<file path="config.mk">
export PLATFORM = sky130hd
export DESIGN_NAME = tmr_pair
export DESIGN_NICKNAME = d
export VERILOG_FILES = /design/src/rtl/tmr_pkg.sv /design/src/rtl/tmr_edge_sync.sv /design/src/rtl/tmr_core.sv /design/src/rtl/tmr_pair.sv
export SDC_FILE = /design/constraint.sdc
export NUM_CORES = 1
export LEC_CHECK = 0
export ABC_AREA = 0
export BUFFER_PORTS_ARGS = -buffer_cell sky130_fd_sc_hd__buf_2
export CELL_PAD_IN_SITES_DETAIL_PLACEMENT = 1
export CELL_PAD_IN_SITES_GLOBAL_PLACEMENT = 2
export CORE_ASPECT_RATIO = 0.8
export CORE_MARGIN = 1
export CORE_UTILIZATION = 35
export CTS_BUF_LIST = sky130_fd_sc_hd__clkbuf_8 sky130_fd_sc_hd__clkbuf_16
export CTS_CLUSTER_DIAMETER = 60
export CTS_CLUSTER_SIZE = 10
export DETAILED_ROUTE_END_ITERATION = 12
export PLACE_DENSITY = 0.88
export SLEW_MARGIN = 20
export SYNTH_ARGS = -nofsm -noshare
export SYNTH_HDL_FRONTEND = slang
export SYNTH_SLANG_ARGS = --single-unit
</file>
<file path="constraint.sdc">
create_clock -name clk -period 2.81 [get_ports clk]
set_input_delay 0.1405 -clock clk [delete_from_list [all_inputs] [get_ports clk]]
set_output_delay 0.1405 -clock clk [all_outputs]
set_load 0.02 [all_outputs]
</file>
<file path="src/rtl/tmr_pkg.sv">
package tmr_pkg;
    localparam int BYTE_W_D  = 8;
    localparam int PRE_W_D   = 5;
    localparam int SYNC_D    = 2;
    localparam int NUM_TMR   = 2;

    typedef enum logic [1:0] {
        M_PRESC  = 2'd0,
        M_WIDE   = 2'd1,
        M_RELOAD = 2'd2,
        M_SPLIT  = 2'd3
    } tmode_e;

    typedef struct packed {
        logic lo;
        logic hi;
    } tpair_s;

    function automatic logic gate_ok(input logic run_i, input logic gmode_i, input logic gpin_i);
        return run_i & (~gmode_i | gpin_i);
    endfunction
endpackage

</file>
<file path="src/rtl/tmr_edge_sync.sv">
module tmr_edge_sync #(
    parameter int STAGES = 2
) (
    input  logic clk,
    input  logic rst,
    input  logic pin,
    output logic fall
);
    logic [STAGES:0] sh;

    always_ff @(posedge clk) begin
        if (rst) sh <= '0;
        else     sh <= {sh[STAGES-1:0], pin};
    end

    assign fall = sh[STAGES] & ~sh[STAGES-1];
endmodule

</file>
<file path="src/rtl/tmr_core.sv">
module tmr_core
    import tmr_pkg::*;
#(
    parameter int W        = 8,
    parameter int PW       = 5,
    parameter bit SPLIT_OK = 1'b0
) (
    input  logic         clk,
    input  logic         rst,
    input  tmode_e       mode,
    input  tpair_s       step,
    input  tpair_s       wr,
    input  logic [W-1:0] wdata,
    output logic [W-1:0] lo_q,
    output logic [W-1:0] hi_q,
    output tpair_s       wrap
);
    logic [W-1:0] lo_n, hi_n;

    always_comb begin
        lo_n = lo_q;
        hi_n = hi_q;
        wrap = '0;
        if (wr.lo || wr.hi) begin
            if (wr.lo) lo_n = wdata;
            if (wr.hi) hi_n = wdata;
        end else begin
            unique case (mode)
                M_PRESC: if (step.lo) begin
                    if (&lo_q[PW-1:0]) begin
                        lo_n[PW-1:0] = '0;
                        hi_n         = hi_q + W'(1);
                        wrap.lo      = &hi_q;
                    end else begin
                        lo_n[PW-1:0] = lo_q[PW-1:0] + PW'(1);
                    end
                end
                M_WIDE: if (step.lo) begin
                    {hi_n, lo_n} = {hi_q, lo_q} + (2*W)'(1);
                    wrap.lo      = &{hi_q, lo_q};
                end
                M_RELOAD: if (step.lo) begin
                    if (&lo_q) begin
                        lo_n    = hi_q;
                        wrap.lo = 1'b1;
                    end else begin
                        lo_n = lo_q + W'(1);
                    end
                end
                M_SPLIT: if (SPLIT_OK) begin
                    if (step.lo) begin
                        lo_n    = lo_q + W'(1);
                        wrap.lo = &lo_q;
                    end
                    if (step.hi) begin
                        hi_n    = hi_q + W'(1);
                        wrap.hi = &hi_q;
                    end
                end
                default: ;
            endcase
        end
    end

    always_ff @(posedge clk) begin
        if (rst) begin
            lo_q <= '0;
            hi_q <= '0;
        end else begin
            lo_q <= lo_n;
            hi_q <= hi_n;
        end
    end
endmodule

</file>
<file path="src/rtl/tmr_pair.sv">
module tmr_pair
    import tmr_pkg::*;
#(
    parameter int BYTE_W      = BYTE_W_D,
    parameter int PRE_W       = PRE_W_D,
    parameter int SYNC_STAGES = SYNC_D
) (
    input  logic              clk,
    input  logic              rst,
    input  logic              tick,
    input  logic              wr_en,
    input  logic [1:0]        wr_addr,
    input  logic [BYTE_W-1:0] wr_data,
    input  logic [1:0]        rd_addr,
    output logic [BYTE_W-1:0] rd_data,
    input  logic [1:0]        mode0,
    input  logic [1:0]        mode1,
    input  logic [1:0]        run,
    input  logic [1:0]        gate_en,
    input  logic [1:0]        gate_pin,
    input  logic [1:0]        ext_sel,
    input  logic [1:0]        cnt_pin,
    input  logic [1:0]        ovf_clr,
    output logic [1:0]        ovf
);
    logic [NUM_TMR-1:0][BYTE_W-1:0] lo_q, hi_q;
    tmode_e  mode_v [NUM_TMR];
    tpair_s  step_v [NUM_TMR];
    tpair_s  wr_v   [NUM_TMR];
    tpair_s  wrap_v [NUM_TMR];
    logic [NUM_TMR-1:0] fall, en;
    logic [1:0] ovf_set;
    logic [1:0] ovf_q;

    assign mode_v[0] = tmode_e'(mode0);
    assign mode_v[1] = tmode_e'(mode1);

    for (genvar i = 0; i < NUM_TMR; i++) begin : g_tmr
        tmr_edge_sync #(.STAGES(SYNC_STAGES)) u_sync (
            .clk  (clk),
            .rst  (rst),
            .pin  (cnt_pin[i]),
            .fall (fall[i])
        );

        assign en[i]         = gate_ok(run[i], gate_en[i], gate_pin[i]);
        assign step_v[i].lo  = en[i] & (ext_sel[i] ? fall[i] : tick);
        if (i == 0) begin : g_hi_src
            assign step_v[i].hi = run[1] & tick;
        end else begin : g_hi_none
            assign step_v[i].hi = 1'b0;
        end
        assign wr_v[i].lo = wr_en & (wr_addr[1] == 1'(i)) & ~wr_addr[0];
        assign wr_v[i].hi = wr_en & (wr_addr[1] == 1'(i)) &  wr_addr[0];

        tmr_core #(.W(BYTE_W), .PW(PRE_W), .SPLIT_OK(i == 0)) u_core (
            .clk   (clk),
            .rst   (rst),
            .mode  (mode_v[i]),
            .step  (step_v[i]),
            .wr    (wr_v[i]),
            .wdata (wr_data),
            .lo_q  (lo_q[i]),
            .hi_q  (hi_q[i]),
            .wrap  (wrap_v[i])
        );
    end

    // Split mode hands flag 1 to the high byte of timer 0.
    assign ovf_set[0] = wrap_v[0].lo;
    assign ovf_set[1] = (mode_v[0] == M_SPLIT) ? wrap_v[0].hi
                                               : (wrap_v[1].lo | wrap_v[1].hi);

    always_ff @(posedge clk) begin
        if (rst) ovf_q <= '0;
        else     ovf_q <= (ovf_q & ~ovf_clr) | ovf_set;
    end

    assign ovf = ovf_q;

    always_comb begin
        unique case (rd_addr)
            2'd0:    rd_data = lo_q[0];
            2'd1:    rd_data = hi_q[0];
            2'd2:    rd_data = lo_q[1];
            default: rd_data = hi_q[1];
        endcase
    end
endmodule

</file>
# Word-level counts from Yosys, hierarchy flattened
# Cells that the tools add are included.
# classes
n_reduce_logical	24
n_bitwise	24
mux	53
n_eq_ne	21
n_addsub	8
# ops
cell	n
8-bit two-way mux	22
8-bit case mux with 3 select lines	2
16-bit by 1-bit adder with 16-bit output (second input constant)	2
8-bit by 1-bit adder with 8-bit output (second input constant)	4
16-bit AND reduction	2
8-bit AND reduction	4
3-bit by 1-bit != test with 1-bit output (second input constant)	10
5-bit AND reduction	6
5-bit two-way mux	4
5-bit case mux with 4 select lines	1
1-bit two-way mux	17
8-bit case mux with 2 select lines	1
5-bit case mux with 3 select lines	1
1-bit AND	13
4-bit nonzero test	3
5-bit by 1-bit adder with 5-bit output (second input constant)	2
3-bit case mux with 3 select lines	1
2-bit equality test (second input constant)	4
2-bit by 1-bit != test with 1-bit output (second input constant)	4
2-bit by 1-bit equality test with 1-bit output (second input constant)	3
2-bit logical NOT	3
1-bit inverter	6
3-bit case mux with 2 select lines	1
6-bit AND reduction	1
10 further kinds	13
# totals
reg_bits	40
input_bits	32
out_inout_bits	10

# Depth between registers and ports, before layout
# Gate-level depths: netlist of the first run.
# depth
depth_word	9
depth_mapped	9
depth_no_buf	8

# Hierarchy
# From an unflattened synthesis of the first run, not the netlist that was laid out.
# hier_totals
cells_unflattened	421
hier_area_um2	3417.0
# modules_own_cells
module	instances	area_per_inst_um2	cells_per_inst
tmr_core at g_tmr[1].u_core	1	1441.4	189
tmr_core at g_tmr[0].u_core	1	1435.1	186
tmr_pair	1	365.4	32
tmr_edge_sync	2	87.6	7

# Least setup slack after synthesis of the first run
# Ideal clock, no wire load.
# synth_timing
path_kind	flip-flop to flip-flop
startpoint	reg g_tmr[0].u_core.lo_q[0]
endpoint	reg g_tmr[0].u_core.hi_q[0]
stages_incl_launch_ff	9
setup_time_ns	0.117
required_time_ns	2.693
period_less_slack_ns	2.018
path_buffers	1
slack_ns	0.792
arrival_time_ns	1.900
path_cell_list	dfxtp_1 ha_1 and3_1 ha_1 o2111ai_1 o2111ai_1 clkbuf_1 o211ai_1 a32o_1
# synth_via
elab_chain_cells	4
word_cells_on_any_way	7
# synth_lines
item	line	rtl
start: declaration	tmr_core.sv:14	output logic [W-1:0] lo_q,
start signal: assignment	tmr_core.sv:70	lo_q <= lo_n;
16-bit by 1-bit adder with 16-bit output	tmr_core.sv:39	{hi_n, lo_n} = {hi_q, lo_q} + (2*W)'(1);
8-bit two-way mux	tmr_core.sv:38	M_WIDE: if (step.lo) begin
8-bit case mux with 3 select lines	tmr_core.sv:28	unique case (mode)
8-bit two-way mux	tmr_core.sv:24	if (wr.lo || wr.hi) begin
end signal: assignment	tmr_core.sv:71	hi_q <= hi_n;
end: declaration	tmr_core.sv:15	output logic [W-1:0] hi_q,
# Parallel ways exist; a longest one is shown, timed or not. The select of a mux whose other input is x is not followed.
# A chain may end at the register's enable or synchronous reset.

# Final worst setup path of the first run
# layout_timing
startpoint	reg g_tmr[0].u_core.lo_q[0]
endpoint	reg g_tmr[0].u_core.hi_q[6]
# Same word-level chain as after synthesis.

==> out/qor.yml, run 1 <==
layout:
  fin_util_pct: 40.2
  drive_gt1_share_pct: 18.4
  diodes: 0
  num-nets-final: 509
  layoutNonFillerInstCount: 599
  design_area_sq_um: 3880
  fill_cells: 1213
  area_growth_pct: 11.8
worst_setup_path:
  r2r_start: "g_tmr[0].u_core.lo_q[0]"
  endpoint: "g_tmr[0].u_core.hi_q[6]"
  crit_arrival_ns: 2.58
  startpoint: "g_tmr[0].u_core.lo_q[0]"
  reg2reg_depth: 8
  crit_cells: 8
  path_cells: "ha_1 > and3_1 > ha_1 > o2111ai_1 > o2111ai_1 > buf_4 > nand3_1 > a221oi_1"
  cp.required_ns: 3.00
  critPathKind: "flip-flop to flip-flop"
  crit_slowest_cell: "dfxtp_1"
  crit_fanout: 8
  worst-path-buf-inv: 1
  critPathTopFamily: "compound AO/OA/AOI/OAI gates"
  r2r_setup_slack_ns: 0.42
  slowest_delay_ns: 0.48
  r2r-end: "g_tmr[0].u_core.hi_q[6]"
  startpoint_type: "flip-flop"
  critPathCaptureType: "flip-flop"
floorplanning:
  die_area_sq_um: 10300
  design.core.area_sq_um: 9650
  start_util_pct: 35.9
  num_io_pins: 42
  die_w_um: 113
  num_rows: 32
  die_h_um: 91.0
drt:
  avgRoutedWirePerCell_um: 22.2
  firstDrtPassIters: 9
  vias: 3848
  wirelength_um: 13300
  vias_per_cell: 6.42
  antenna_left: 0
  drcViolationCount: 1
  drt-initial-drc-count: 344
timing:
  report.final.slew_viol_count: 0
  max_freq_mhz: 419
  rsz0062_at_grt: "false"
  tightest_slew_ns: 0.756
  skew_ns: 0.00528
  finalSetupTns_ns: 0
  period_needed_ns: 2.39
  setup_viol_count_final: 0
  post-route-period-util_pct: 85.0
  final-hold-violation-count: 0
  relSlewSlack_pct: 49.2
synth:
  synth_flop_cell: "dfxtp_1"
  ys_seq_area_share_pct: 23.1
  synth_most_common_cell: "dfxtp_1"
  avgSynthCellArea_sq_um: 8.07
  yosys_warnings: 0
  synthCells: 430
  synth_edf_count: 0
  ys_types: 77
  async_flop_share_pct: 0
  synth.top_cell.area_share_pct: 23.1
  yosys-top-cells-count: "dfxtp_1, nand2_1, nor2_1"
  ys_seq_elements: 40
  synth_top_area_cell: "dfxtp_1"
  synth.net_count: 477
  synth_area_leaders: "dfxtp_1, ha_1, mux4_2, o21ai_0, nand2_1"
  syn_area_sq_um: 3470
place:
  place_inst: 591
  dp_hpwl_um: 10100
  io_buffer_count: 41
  postPlaceCellArea_sq_um: 3730
  gp_congestion: 0.999
cts:
  worstSkewPairLatency_ns: 0.29
  h-tree-depth: 2
  cts-resized-gates: 0
  clk_path_buf_depth: 2
  root_buffer: "clkbuf_16"
  clk_pin_slew_ns: 0.06
  cts_made_buffers: 5
  post_cts_buffers: 0
  cts_sinks: 40
  cts_tree: "yes"
  postCtsHoldBufs: 0
run:
  cap_violations: 0
grt:
  grt_max_degree: 30
  grt_pass1_wl_um: 21100
  grt_pass1_vias: 3757
  grt.overflow.total: 0
  antenna_found_initial: 0
  track_usage_pct: 26.7
pwr:
  leakage_nw: 1.46
  total_power_mw: 1.66
  vdd_drop_max_v: 0.000183
  p_per_area_nw_per_um2: 427
hold_path:
  min_path_type: "input port to flip-flop"
outcome:
  status: "complete, but fails checks"
  violations: "design-rule violations"
-- routing by layer --
metal | vias to the layer above | wire length [um] | track usage (%)
li1 | 1718 | - | -
met1 | 1863 | 5990 | 37.7
met2 | 228 | 5570 | 39.9
met3 | 39 | 1260 | 5.01
met4 | 0 | 453 | 9.98
met5 | - | 0 | 0
-- worst min path at each step --
stage,to,startpoint,slack [ns],cells after the start
floorplan,g_tmr[0].u_sync.sh[0],cnt_pin[0],0.27,1
global route,g_tmr[1].u_sync.sh[0],cnt_pin[1],0.07,2
global placement,g_tmr[0].u_sync.sh[0],cnt_pin[0],0.36,2
finish,g_tmr[0].u_sync.sh[0],cnt_pin[0],0.06,2
CTS,g_tmr[0].u_sync.sh[0],cnt_pin[0],0.06,2
detailed placement,g_tmr[0].u_sync.sh[0],cnt_pin[0],0.36,2
-- cells by family after synthesis --
kind of cell | count (synthesis) | share of synthesized area [%]
compound gates | 146 | 31.3
xor+xnor | 6 | 1.52
mux | 9 | 5.59
fa+ha+maj | 15 | 5.41
flops | 40 | 23.1
simple gates | 157 | 24.0
buf+inv | 57 | 9.09
-- sequential cells by signal, indices dropped and copies added (netlist names) --
name,cells
g_tmr.u_core.hi_q,16
g_tmr.u_core.lo_q,16
g_tmr.u_sync.sh,6
ovf,2
-- worst reg2reg max path, stage by stage (launching register included) --
cell	delay (ns)
dfxtp_1	0.48
ha_1	0.33
and3_1	0.20
ha_1	0.28
o2111ai_1	0.14
o2111ai_1	0.25
buf_4	0.24
nand3_1	0.08
a221oi_1	0.29
-- final cells by class --
class                   instances  area (sq um)  share of cell area [%]
clock inverters                 2          7.51                   0.194
multi-input cells             333          2350                    60.7
well taps                     136           170                    4.39
clock buffers                   6           139                    3.58
repair buffers                 54           303                    7.81
inverters                      28           105                    2.71
flip-flops and latches         40           801                    20.7
-- through the flow --
| stage | hold slack [ns] | worst slack, ns |
|---|---|---|
| after CTS | 0.0596 | 0.465 |
| final | 0.0630 | 0.422 |
| after global routing | 0.0703 | 0.283 |
| after global placement | 0.356 | 0.590 |
| after floorplan | 0.269 | 0.792 |
| after detailed placement | 0.356 | 0.480 |
-- cell usage in the layout, fill, tap and decap left out, types with 7 or more instances in the layout --
master,Yosys,routed
o21ai_0,26,26
nor3_1,15,15
a21oi_1,14,14
nor2b_1,11,11
a311oi_1,7,7
inv_1,28,30
buf_2,3,41
and3_1,8,8
mux4_2,7,7
a211oi_1,15,15
ha_1,15,15
nor2_1,29,29
a31oi_1,7,7
dfxtp_1,40,40
nand2_1,33,33
nand3_1,20,20
buf_4,0,13
nand4_1,7,7
-- report_power, final --
group / switching (mW) / internal [mW]
Sequential: 0.0635 / 0.600
Combinational: 0.243 / 0.157
Clock: 0.245 / 0.348
Total: 0.551 / 1.11
Power figures use the tool's default switching activity.
==> run 2: changes to the inputs <==
--- a/config.mk
+++ b/config.mk
@@ -11,12 +11,12 @@
 export CELL_PAD_IN_SITES_GLOBAL_PLACEMENT = 2
 export CORE_ASPECT_RATIO = 0.8
 export CORE_MARGIN = 1
-export CORE_UTILIZATION = 35
+export CORE_UTILIZATION = 32
 export CTS_BUF_LIST = sky130_fd_sc_hd__clkbuf_8 sky130_fd_sc_hd__clkbuf_16
 export CTS_CLUSTER_DIAMETER = 60
 export CTS_CLUSTER_SIZE = 10
 export DETAILED_ROUTE_END_ITERATION = 12
-export PLACE_DENSITY = 0.88
+export PLACE_DENSITY = 0.85
 export SLEW_MARGIN = 20
 export SYNTH_ARGS = -nofsm -noshare
 export SYNTH_HDL_FRONTEND = slang
==> constraint.sdc (replaced) <==
create_clock -name clk -period 2 [get_ports clk]
set_input_delay 0.1 -clock clk [delete_from_list [all_inputs] [get_ports clk]]
set_output_delay 0.1 -clock clk [all_outputs]
set_load 0.02 [all_outputs]
==> run 2 against run 1 <==
Final area rose by 9.5%. Clock power grew 66%. Hold slack worse by 0.052 ns. Clock skew decreased by 0.00074 ns. The flow now finishes without violations. Sequential cell count unchanged. Combinational power is 63% higher. Wire length is 6.3% higher. Fmax increased by 23%. Sequential power increased by 37%. Final cell count up 6.0%.
==> out/qor.yml, run 2 (synthesized netlist as in run 1, its figures left out) <==
place:
  io_buffer_count: 41  # unchanged
  postPlaceCellArea_sq_um: 3960  # +6.2%
  place_inst: 625  # +5.8%
  gp_congestion: 0.896  # -10%
  dp_hpwl_um: 10500  # +4.4%
  pre_cts_ws_ns: -0.140  # -0.620 ns
timing:
  final-hold-violation-count: 0  # unchanged
  post-route-period-util_pct: 97.4  # +12 points
  tightest_slew_ns: 0.519  # -0.237 ns
  report.final.slew_viol_count: 0  # unchanged
  relSlewSlack_pct: 65.4  # +16 points
  skew_ns: 0.00453  # -0.000745 ns
  holdWs_ns: 0.0115  # -0.0515 ns
  max_freq_mhz: 513  # +23%
  period_needed_ns: 1.95  # -0.439 ns
  setup_ws_ns: 0.0513  # -0.371 ns
  setup_viol_count_final: 0  # unchanged
floorplanning:
  design.core.area_sq_um: 10400  # +7.8%
  die_h_um: 95.1  # +4.5%
  die_w_um: 118  # +4.5%
  num_io_pins: 42  # unchanged
  die_area_sq_um: 11300  # +9.2%
  start_util_pct: 33.3  # -2.6 points
  num_rows: 33  # +3.1%
drt:
  drcViolationCount: 0  # -1
  vias_per_cell: 6.25  # -2.8%
  firstDrtPassIters: 5  # -4
  drt-initial-drc-count: 332  # -3.5%
  wirelength_um: 14100  # +6.3%
  avgRoutedWirePerCell_um: 22.2  # +0.23%
  antenna_left: 0  # unchanged
  vias: 3966  # +3.1%
cts:
  cts_made_buffers: 5  # unchanged
  worstSkewPairLatency_ns: 0.30  # about the same
  h-tree-depth: 2  # unchanged
  root_buffer: "clkbuf_16"
  cts_tree: "yes"
  cts_sinks: 40  # unchanged
  clk_pin_slew_ns: 0.07  # about the same
  clk_path_buf_depth: 2  # unchanged
hold_path:
  hold_end: "g_tmr[1].u_sync.sh[0]"
  min_path_cells: 2  # unchanged
  min_from: "cnt_pin[1]"
  min_path_type: "input port to flip-flop"
layout:
  layoutNonFillerInstCount: 635  # +6.0%
  layout_common_cells: "buf_4, buf_2, dfxtp_1"
  area_growth_pct: 22.4
  final_common_cell: "buf_4"
  diodes: 0  # unchanged
  num-nets-final: 541  # +6.3%
  design_area_sq_um: 4250  # +9.5%
  top_regs: "g_tmr.u_core.hi_q: 16 flops, g_tmr.u_core.lo_q: 16 flops, g_tmr.u_sync.sh: 6 flops"
  drive_gt1_share_pct: 27.9  # +9.5 points
grt:
  grt_pass1_wl_um: 22100  # +4.7%
  antenna_found_initial: 0  # unchanged
  grt_max_degree: 26  # -13%
  grt.overflow.total: 0  # unchanged
  track_usage_pct: 25.5  # -1.1 points
  grt_pass1_vias: 3938  # +4.8%
pwr:
  vdd_drop_max_v: 0.000323  # +77%
  p_per_area_nw_per_um2: 599  # +40%
  leakage_nw: 1.63  # +12%
worst_setup_path:
  startpoint_type: "flip-flop"
  crit_fanout: 8  # unchanged
  crit_arrival_ns: 2.15  # -0.43 ns
  r2r_setup_slack_ns: 0.05  # -0.37 ns
  critPathCaptureType: "flip-flop"
  cp.required_ns: 2.20  # -0.80 ns
  critPathKind: "flip-flop to flip-flop"
  r2r-end: "g_tmr[1].u_core.hi_q[4]"
  r2r_start: "g_tmr[1].u_core.lo_q[0]"
  reg2reg_depth: 8  # unchanged
outcome:
  status: "complete, no violations"
run:
  cap_violations: 0  # unchanged
==> run 2: how the worst max path moves through the flow <==
stage	startpoint	end	slack, ns	cells after the start
after CTS	g_tmr[1].u_core.lo_q[0]	g_tmr[1].u_core.hi_q[4]	-0.0007	8
after global placement	g_tmr[1].u_core.lo_q[0]	g_tmr[1].u_core.hi_q[7]	0.02	9
final	g_tmr[1].u_core.lo_q[0]	g_tmr[1].u_core.hi_q[4]	0.05	8
after global routing	g_tmr[0].u_core.lo_q[1]	g_tmr[0].u_core.lo_q[2]	-0.01	7
after detailed placement	g_tmr[1].u_core.lo_q[0]	g_tmr[1].u_core.hi_q[6]	-0.14	8
after floorplan	g_tmr[1].u_core.lo_q[0]	g_tmr[1].u_core.hi_q[3]	0.03	9
==> run 2: critical path, cell delays in order (launching register included) <==
cell       delay (ns)
dfxtp_2          0.32
ha_2             0.18
and3_4           0.19
ha_4             0.16
mux2i_1          0.16
nor2_1           0.09
a32o_2           0.32
buf_4            0.17
a2111oi_4        0.26
==> run 2: where the power goes <==
part	internal, mW	leakage [nW]	switching (mW)
clock	0.594	0.0840	0.389
sequential	0.844	0.328	0.0657
combinational	0.266	1.22	0.386
total	1.70	1.63	0.841
==> run 2: cell type report <==
type | count | area (sq um)
Multi-Input combinational cell | 333 | 2440
Clock buffer | 5 | 125
Sequential cell | 40 | 805
Fill cell | 1305 | 6160
Inverter | 28 | 105
Timing Repair Buffer | 86 | 547
Clock inverter | 3 | 47.5
Tap cell | 140 | 175
==> run 2: layer usage <==
layer / part of all wire, % / vias to the layer above / wire length [um] / GRT usage [%]
met5: 0 / - / 0 / 0
met4: 3.0 / 0 / 428 / 9.49
met3: 9.0 / 35 / 1270 / 4.19
met2: 44 / 201 / 6150 / 40.1
met1: 44 / 1947 / 6260 / 35.3
li1: - / 1783 / - / -
==> run 2: through the flow <==
stage | util [%] | total power [mW] | TNS (ns)
2_1_floorplan | - | 1.30 | 0
3_3_place_gp | 38.1 | 1.52 | 0
3_5_place_dp | 38.1 | 1.54 | -0.305
4_1_cts | 39.9 | 2.52 | -0.000662
5_1_grt | 40.8 | 2.63 | -0.0275
6_report | 40.8 | 2.55 | 0
==> run 2: repair_timing <==
action,in CTS,in global routing
endpoints found under the hold margin,0,0
endpoints found under the setup margin,5,21
hold buffers,0,0
buffers inserted,1,1
gates resized for setup,3,22
pin swaps,3,7
